**config.mk**
```make
export PLATFORM = sky130hd
export DESIGN_NAME = sweep_param_regs
export DESIGN_NICKNAME = d
export VERILOG_FILES = /design/src/rtl/sweep_cfg_pkg.sv /design/src/rtl/sweep_word_decoder.sv /design/src/rtl/sweep_field_reg.sv /design/src/rtl/sweep_start_reg.sv /design/src/rtl/sweep_param_regs.sv
export SDC_FILE = /design/constraint.sdc
export NUM_CORES = 1
export LEC_CHECK = 0
export ABC_AREA = 1
export ABC_CLOCK_PERIOD_IN_PS = 2300
export BUFFER_PORTS_ARGS = -buffer_cell sky130_fd_sc_hd__buf_2
export CAP_MARGIN = 20
export CORE_ASPECT_RATIO = 0.75
export CORE_MARGIN = 8
export CORE_UTILIZATION = 50
export DETAILED_ROUTE_END_ITERATION = 12
export PLACE_DENSITY_LB_ADDON = 0.15
export SYNTH_ARGS = -nofsm -noshare
export SYNTH_HDL_FRONTEND = slang
export SYNTH_SLANG_ARGS = --single-unit
```
**constraint.sdc**
```tcl
create_clock -name clk -period 2.3 [get_ports clk]
set_input_delay 0.575 -clock clk [delete_from_list [all_inputs] [get_ports clk]]
set_output_delay 0.575 -clock clk [all_outputs]
set_load 0.05 [all_outputs]
```
**src/rtl/sweep_cfg_pkg.sv**
```systemverilog
package sweep_cfg_pkg;

  localparam int WORD_W  = 16;
  localparam int ADDR_W  = 4;
  localparam int FIELD_W = 12;

  typedef enum logic [2:0] {
    TGT_NONE,
    TGT_STEP,
    TGT_INC_LO,
    TGT_INC_HI,
    TGT_DWELL,
    TGT_START_LO,
    TGT_START_HI
  } tgt_e;

  function automatic tgt_e decode_addr(input logic [ADDR_W-1:0] a);
    tgt_e t;
    casez (a)
      4'b0001: t = TGT_STEP;
      4'b0010: t = TGT_INC_LO;
      4'b0011: t = TGT_INC_HI;
      4'b01??: t = TGT_DWELL;
      4'b1100: t = TGT_START_LO;
      4'b1101: t = TGT_START_HI;
      default: t = TGT_NONE;
    endcase
    return t;
  endfunction

endpackage

```
**src/rtl/sweep_word_decoder.sv**
```systemverilog
module sweep_word_decoder
  import sweep_cfg_pkg::*;
#(
  parameter int WW = WORD_W,
  parameter int AW = ADDR_W,
  parameter int FW = FIELD_W
) (
  input  logic          wr_en,
  input  logic [WW-1:0] word,
  output tgt_e          tgt,
  output logic [FW-1:0] payload
);

  always_comb begin
    tgt     = wr_en ? decode_addr(word[WW-1 -: AW]) : TGT_NONE;
    payload = word[FW-1:0];
  end

endmodule

```
**src/rtl/sweep_field_reg.sv**
```systemverilog
module sweep_field_reg #(
  parameter int W = 12
) (
  input  logic         clk,
  input  logic         rst,
  input  logic         load,
  input  logic [W-1:0] d,
  output logic [W-1:0] q
);

  always_ff @(posedge clk) begin
    if (rst)       q <= '0;
    else if (load) q <= d;
  end

  AST_FIELD_HOLDS: assert property (@(posedge clk) disable iff (rst)
    !load |=> $stable(q));

endmodule

```
**src/rtl/sweep_start_reg.sv**
```systemverilog
module sweep_start_reg #(
  parameter int HALF_W = 12,
  localparam int FULL_W = 2 * HALF_W
) (
  input  logic              clk,
  input  logic              rst,
  input  logic              pair_mode,
  input  logic              ld_lo,
  input  logic              ld_hi,
  input  logic [HALF_W-1:0] d,
  output logic [FULL_W-1:0] q
);

  logic [HALF_W-1:0] shadow;
  logic              staged;

  always_ff @(posedge clk) begin
    if (rst) begin
      q      <= '0;
      shadow <= '0;
      staged <= 1'b0;
    end else if (pair_mode) begin
      if (ld_lo) begin
        shadow <= d;
        staged <= 1'b1;
      end else if (ld_hi) begin
        q[FULL_W-1:HALF_W] <= d;
        if (staged) q[HALF_W-1:0] <= shadow;
        staged <= 1'b0;
      end
    end else begin
      if (ld_lo) begin
        q[HALF_W-1:0] <= d;
        staged        <= 1'b0;
      end else if (ld_hi) begin
        q[FULL_W-1:HALF_W] <= d;
        staged             <= 1'b0;
      end
    end
  end

  AST_PAIR_LO_HIDDEN: assert property (@(posedge clk) disable iff (rst)
    (ld_lo && pair_mode) |=> $stable(q));
  AST_HI_CLEARS_STAGE: assert property (@(posedge clk) disable iff (rst)
    ld_hi |=> !staged);
  AST_SPLIT_HI_KEEPS_LO: assert property (@(posedge clk) disable iff (rst)
    (ld_hi && !pair_mode) |=> q[HALF_W-1:0] == $past(q[HALF_W-1:0]));
  AST_SPLIT_LO_KEEPS_HI: assert property (@(posedge clk) disable iff (rst)
    (ld_lo && !pair_mode) |=> q[FULL_W-1:HALF_W] == $past(q[FULL_W-1:HALF_W]));

endmodule

```
**src/rtl/sweep_param_regs.sv**
```systemverilog
module sweep_param_regs
  import sweep_cfg_pkg::*;
#(
  parameter int STEP_W  = 12,
  parameter int INC_W   = 23,
  parameter int DWELL_W = 11,
  localparam int START_W = 2 * FIELD_W,
  localparam int INC_HI_W = INC_W - FIELD_W
) (
  input  logic               clk,
  input  logic               rst,
  input  logic               wr_en,
  input  logic [WORD_W-1:0]  wr_word,
  input  logic               pair_mode,
  output logic [START_W-1:0] start_freq,
  output logic [INC_W-1:0]   incr_mag,
  output logic               incr_dir,
  output logic [STEP_W-1:0]  step_count,
  output logic [DWELL_W-1:0] dwell_count,
  output logic               dwell_mode
);

  tgt_e               tgt;
  logic [FIELD_W-1:0] payload;
  logic [FIELD_W-1:0] inc_hi_q;
  logic [DWELL_W:0]   dwell_q;

  sweep_word_decoder u_dec (
    .wr_en   (wr_en),
    .word    (wr_word),
    .tgt     (tgt),
    .payload (payload)
  );

  sweep_field_reg #(.W(STEP_W)) u_step (
    .clk (clk), .rst (rst), .load (tgt == TGT_STEP),
    .d   (payload[STEP_W-1:0]), .q (step_count)
  );

  sweep_field_reg #(.W(FIELD_W)) u_inc_lo (
    .clk (clk), .rst (rst), .load (tgt == TGT_INC_LO),
    .d   (payload), .q (incr_mag[FIELD_W-1:0])
  );

  sweep_field_reg #(.W(FIELD_W)) u_inc_hi (
    .clk (clk), .rst (rst), .load (tgt == TGT_INC_HI),
    .d   (payload), .q (inc_hi_q)
  );

  sweep_field_reg #(.W(DWELL_W + 1)) u_dwell (
    .clk (clk), .rst (rst), .load (tgt == TGT_DWELL),
    .d   ({wr_word[13], wr_word[DWELL_W-1:0]}), .q (dwell_q)
  );

  sweep_start_reg #(.HALF_W(FIELD_W)) u_start (
    .clk       (clk),
    .rst       (rst),
    .pair_mode (pair_mode),
    .ld_lo     (tgt == TGT_START_LO),
    .ld_hi     (tgt == TGT_START_HI),
    .d         (payload),
    .q         (start_freq)
  );

  assign incr_mag[INC_W-1:FIELD_W] = inc_hi_q[INC_HI_W-1:0];
  assign incr_dir    = inc_hi_q[FIELD_W-1];
  assign dwell_mode  = dwell_q[DWELL_W];
  assign dwell_count = dwell_q[DWELL_W-1:0];

  AST_RESET_CLEARS: assert property (@(posedge clk)
    $past(rst) |-> (start_freq == '0 && incr_mag == '0 && !incr_dir &&
                    step_count == '0 && dwell_count == '0 && !dwell_mode));
  AST_STEP_ONLY_ON_ADDR: assert property (@(posedge clk) disable iff (rst)
    !(wr_en && wr_word[15:12] == 4'b0001) |=> $stable(step_count));
  AST_IDLE_NO_CHANGE: assert property (@(posedge clk) disable iff (rst)
    !wr_en |=> ($stable(start_freq) && $stable(incr_mag) && $stable(incr_dir) &&
                $stable(step_count) && $stable(dwell_count) && $stable(dwell_mode)));
  AST_INC_HI_DIR: assert property (@(posedge clk) disable iff (rst)
    (wr_en && wr_word[15:12] == 4'b0011) |=> incr_dir == $past(wr_word[11]));

endmodule

```
Word level (Yosys, flattened, before mapping)
Cells that the tools add are included.
{"block": "classes", "shift": 0, "n_eq_ne": 13, "addsub": 0, "mul": 0, "magnitude_cmp": 0, "muxes": 13, "n_reduce_logical": 6, "div": 0, "bitwise_logic": 1}
{"operator": "$mux W24", "n": 3}
{"operator": "$mux W12", "n": 4}
{"operator": "$pmux W3 S6", "n": 1}
{"operator": "$eq A3 B3 Y1 const B", "n": 3}
{"operator": "$eq A4 B2 Y1 const B", "n": 2}
{"operator": "$eq A4 B4 Y1 const B", "n": 2}
{"operator": "$eq A3 B2 Y1 const B", "n": 2}
{"operator": "$reduce_bool A2 Y1", "n": 3}
{"operator": "$eq A4 B1 Y1 const B", "n": 1}
{"operator": "$mux W1", "n": 4}
{"operator": "$reduce_and A2 Y1", "n": 2}
{"operator": "$reduce_and A4 Y1", "n": 1}
{"operator": "$eq A3 B1 Y1 const B", "n": 1}
{"operator": "$mux W3", "n": 1}
{"operator": "$eq A2 B1 Y1 const B", "n": 1}
{"operator": "$ne A2 B2 Y1 const B", "n": 1}
{"operator": "$not A1 Y1", "n": 1}
{"block": "totals", "regBits": 85, "input_bits": 20, "latch_bits": 0, "n_memories": 0, "romBits": 0, "ramBits": 0}

Logic depth before layout (Yosys ltp)
{"block": "logic_depth", "word_depth": 7, "ltp_mapped": 12, "ltp_nobuf": 11}

By module
From an unflattened synthesis, not the netlist that was laid out.
{"block": "unflattened", "cells_unflattened": 547, "area_unflattened_um2": 3677.3}
{"module": "sweep_field_reg", "seq_area_each_um2": 240.2, "instances": 4, "cells_each": 76, "area_each_um2": 496.7}
{"module": "sweep_start_reg", "seq_area_each_um2": 740.7, "instances": 1, "cells_each": 204, "area_each_um2": 1495.2}
{"module": "sweep_word_decoder", "seq_area_each_um2": 0.0, "instances": 1, "cells_each": 27, "area_each_um2": 150.1}
{"module": "sweep_param_regs", "seq_area_each_um2": 0.0, "instances": 1, "cells_each": 12, "area_each_um2": 45.0}

Worst setup path before layout
No wires, ideal clock.
{"block": "synth_path", "path_type": "input to register", "start": "in wr_en", "end": "reg u_start.shadow[10]", "required_time_ns": 2.236, "slack_ns": 0.288, "path_stages": 9, "arrival_ns": 1.947, "setup_ns": 0.064, "n_path_buf": 2, "cell_sequence": "nand2_1 > a21oi_4 > nand4_1 > inv_1 > ha_1 > clkbuf_1 > clkbuf_1 > o21ai_0 > nor2_1"}
{"block": "synth_between", "elab_chain_cells": 3}
{"element": "start: declaration", "line_no": "sweep_param_regs.sv:12", "rtl": "input logic wr_en,"}
{"element": "$mux W3", "line_no": "sweep_word_decoder.sv:15", "rtl": "tgt = wr_en ? decode_addr(word[WW-1 -: AW]) : TGT_NONE;"}
{"element": "$eq A3 B3 Y1", "line_no": "sweep_param_regs.sv:59", "rtl": ".ld_lo (tgt == TGT_START_LO),"}
{"element": "$reduce_and A2 Y1 (no source line)"}
{"element": "end signal: assignment", "line_no": "sweep_start_reg.sv:20", "rtl": "shadow <= '0;"}
{"element": "end signal: assignment", "line_no": "sweep_start_reg.sv:24", "rtl": "shadow <= d;"}
{"element": "end: declaration", "line_no": "sweep_start_reg.sv:14", "rtl": "logic [HALF_W-1:0] shadow;"}
Every way passes these cells.
A chain may end at the register's enable or synchronous reset.

Final worst setup path
{"block": "layout_path", "start": "in wr_en", "end": "reg u_start.q[10]"}
{"block": "layout_between", "elab_chain_cells": 4, "elab_cells_between_ends": 8}
{"element": "$mux W3 (*)", "line_no": "sweep_word_decoder.sv:15"}
{"element": "$eq A3 B3 Y1, on equally long branches", "line_no": "sweep_param_regs.sv:59, sweep_param_regs.sv:60"}
{"element": "$ne A2 B2 Y1 (no source line) / $reduce_bool A2 Y1 (equally long branches)"}
{"element": "$reduce_and A4 Y1 (no source line) (*)"}
{"element": "end signal: indexed assignment", "line_no": "sweep_start_reg.sv:28", "rtl": "if (staged) q[HALF_W-1:0] <= shadow;"}
{"element": "end: declaration", "line_no": "sweep_start_reg.sv:11", "rtl": "output logic [FULL_W-1:0] q"}
Mark *: on every way between the ends. The rest lies on a longest branch, timed or not.

==> summary.md <==
| Metric | Value |
|---|---|
| Finished Layout Cells | 614 |
| Initial drt markers | 271 |
| Max-Cap Viols | 0 |
| Req. time, crit path | 2560 ps |
| Hold path endpoint | u_start.q[16]$_SDFFE_PP0P_ |
| Fin Hold WS | 446 ps |
| DP Area | 0.00391 sq mm |
| Worst-path fanout max | 12 |
| Initial antenna violation count | 0 |
| Fillcell total | 634 |
| Fin nets | 546 |
| Skew final | 4.68 ps |
| Synthesized cell area | 0.00336 sq mm |
| Most frequent cells in the layout | buf_2 (91), dfxtp_1 (85), o21ai_0 (62), nor2_1 (61), a21oi_1 (61) |
| Clock Tree Buf Depth | 2 |
| Syn Inst Count | 433 |
| Hold Path Class | reg -> reg |
| Reg2Reg Setup Slack | 1090 ps |
| Hold path cells | 2 |
| Final worst-path setup slack | 579 ps |
| Pre-CTS setup slack | 200 ps |
| Worst rel slew slack | 70.9% |
| Syn. warnings | 0 |
| Pint | 2.24 mW |
| Reg2Reg Capture Point | u_start.q[7]$_SDFFE_PP0P_ |
| Crit end category | register |
| Outcome | finished, final reports clean |
| Vias in the first global route | 2996 |
| Via count | 3131 |
| Cell depth of the worst flop-to-flop path | 5 |
| Final Hold Fails | 0 |
| Vias/cell | 5.10 |
| Wire per inst | 15.0 microns |
| Slew of the pin with the lowest slew margin | 433 ps |
| CP Class | in -> reg |
| I/O pins | 92 |
| Power density over cell area | 745 mW/mm^2 |
| GRT Overall Usage | 19.3% |
| Yosys top cell area share | 50.7% |
| Layout cell share with drive strength beyond 1 | 25.1% |
| Port Buffers | 91 |
| Sw frac | 27.2% |
| Flop pwr share | 49.6% |
| Die Y | 87.0 microns |
| Worst-path clk slew | 90 ps |
| H-tree levels | 3 |
| Initial Utilization | 50.4% |
| Final ANT Viol Nets | 0 |
| Final routed DRC violation total | 0 |
| Hold wc startpoint | u_start.q[16]$_SDFFE_PP0P_ |
| Switching power total | 0.838 mW |
| Setup bufs post-CTS | 0 |
| Die area | 0.00962 sq mm |
| Largest net degree at the start of global routing | 60 |
| Clock Sinks | 85 |
| Area leader, netlist | dfxtp_1 |
| Register area share after synthesis | 50.7% |
| Die Width | 111 microns |
| Slew Limit Fails | 0 |
| Hold_buf cts | 0 |
| Clock Power Share | 38.1% |
| Clk root buf | clkbuf_8 |
| Final WL | 9210 microns |
| Fmax | 0.581 GHz |
| Core area | 0.00667 sq mm |
| Post-Route Setup TNS | 0 ps |
| CTS Buf Count | 9 |
| CTS tree | built |
| Dpl cells | 598 |
| Leak | 1.98 nW |
| RSZ-0062 raised after global routing | false |
| Flops & latches, synth | 85 |
| Ranking of synthesized cells by area | dfxtp_1 (51%), o21ai_0 (9.2%), a21oi_1 (9.1%), nor2_1 (6.8%), inv_1 (5.3%) |
| N_diodes | 0 |
| Arr. time, crit path | 1980 ps |
| Mapped Nets | 454 |
| Gate power share | 12.3% |
| # setup viols final | 0 |
| RePlAce Congestion | 0.851 |
| Avg Synthesized Cell Area | 7.76 sq um |
| Rows | 26 |
| Area Overhead vs Synth | 23.2% |
| Post-route cell area | 0.00414 sq mm |
| Drt pass-1 iters | 5 |
| Final core utilization | 62.1% |
| DP HPWL | 6480 microns |
| Post-CTS resize count | 0 |
| Reg2reg start | u_start.staged$_SDFF_PP0_ |
| First-pass GRT wire length | 15100 microns |
| Startpoint Class | input port |
| Power, Total | 3.08 mW |
| Most common cell after layout, fill and taps aside | buf_2 |
| Clk Latency, worst-skew pair | 360 ps |
| Synth unique cells | 23 |
| Final Cycle Share | 74.8% |
| Final critical-path required period | 1720 ps |
| Worst VDD drop | 0.333 mV |
| Gr ovfl total | 0 |
==> how the worst max path moves through the flow <==
stage	from	end	slack [ps]	cells past startpoint
2_1_floorplan	wr_en	u_start.shadow[10]$_SDFFE_PP0P_	290	9
3_3_place_gp	wr_en	u_start.q[1]$_SDFFE_PP0P_	250	9
3_5_place_dp	wr_en	u_start.q[7]$_SDFFE_PP0P_	200	9
4_1_cts	wr_en	u_start.q[7]$_SDFFE_PP0P_	590	9
5_1_grt	wr_en	u_start.q[4]$_SDFFE_PP0P_	380	9
6_report	wr_en	u_start.q[10]$_SDFFE_PP0P_	580	9
==> layer usage <==
metal,global-route usage [%],wire (microns),up-vias,part of all wire [%]
li1,-,-,1586,-
met5,0,0,-,0
met3,6.20,720,12,7.8
met2,31.2,4340,86,47
met4,6.85,129,0,1.4
met1,23.7,4020,1447,44
==> critical path: stages <==
cell and delay [ps]:
buf_2 140, nand2_1 100, a21oi_4 230, nand4_1 160, inv_1 100, ha_1 250, buf_4 190, a21oi_1 160
nor2_1 60
==> layout make-up <==
cell class	instances	area, sq um	share of cell area (%)
sequential	85	1700	41.1
timing repair buffer	105	573	13.8
inverter	50	188	4.53
clock inverter	5	83.8	2.03
clock buffer	11	141	3.42
multi-input combinational	274	1350	32.5
tap	84	105	2.54
==> cell usage after synthesis, drive strengths merged <==
library cell / n
nand2: 51
ha: 1
dfxtp: 85
nor3: 2
buf: 8
mux2i: 6
nand4: 3
clkbuf: 16
o21ai: 67
a21oi: 62
inv: 49
clkinv: 1
nor2: 61
nand3: 20
a21boi: 1
==> flip-flops by register name, summed over array words and instances, names as in the netlist <==
signal,count
u_start.q,24
u_dwell.q,12
u_inc_hi.q,12
u_inc_lo.q,12
u_start.shadow,12
u_step.q,12
u_start.staged,1
==> power groups by stage <==
stage | logic (mW) | registers (mW) | clock network (mW)
2_1_floorplan | 0.127 | 1.69 | 0
3_3_place_gp | 0.372 | 1.56 | 0
3_5_place_dp | 0.377 | 1.56 | 0
4_1_cts | 0.379 | 1.53 | 1.20
5_1_grt | 0.407 | 1.53 | 1.26
6_report | 0.378 | 1.53 | 1.18
==> logic make-up after synthesis <==
kind of cell | share of synthesized area [%]
buf+inv | 9.27
compound gates | 20.1
mux | 1.79
fa+ha+maj | 0.372
simple gates | 17.8
flops | 50.7
Power figures use the tool's default switching activity.
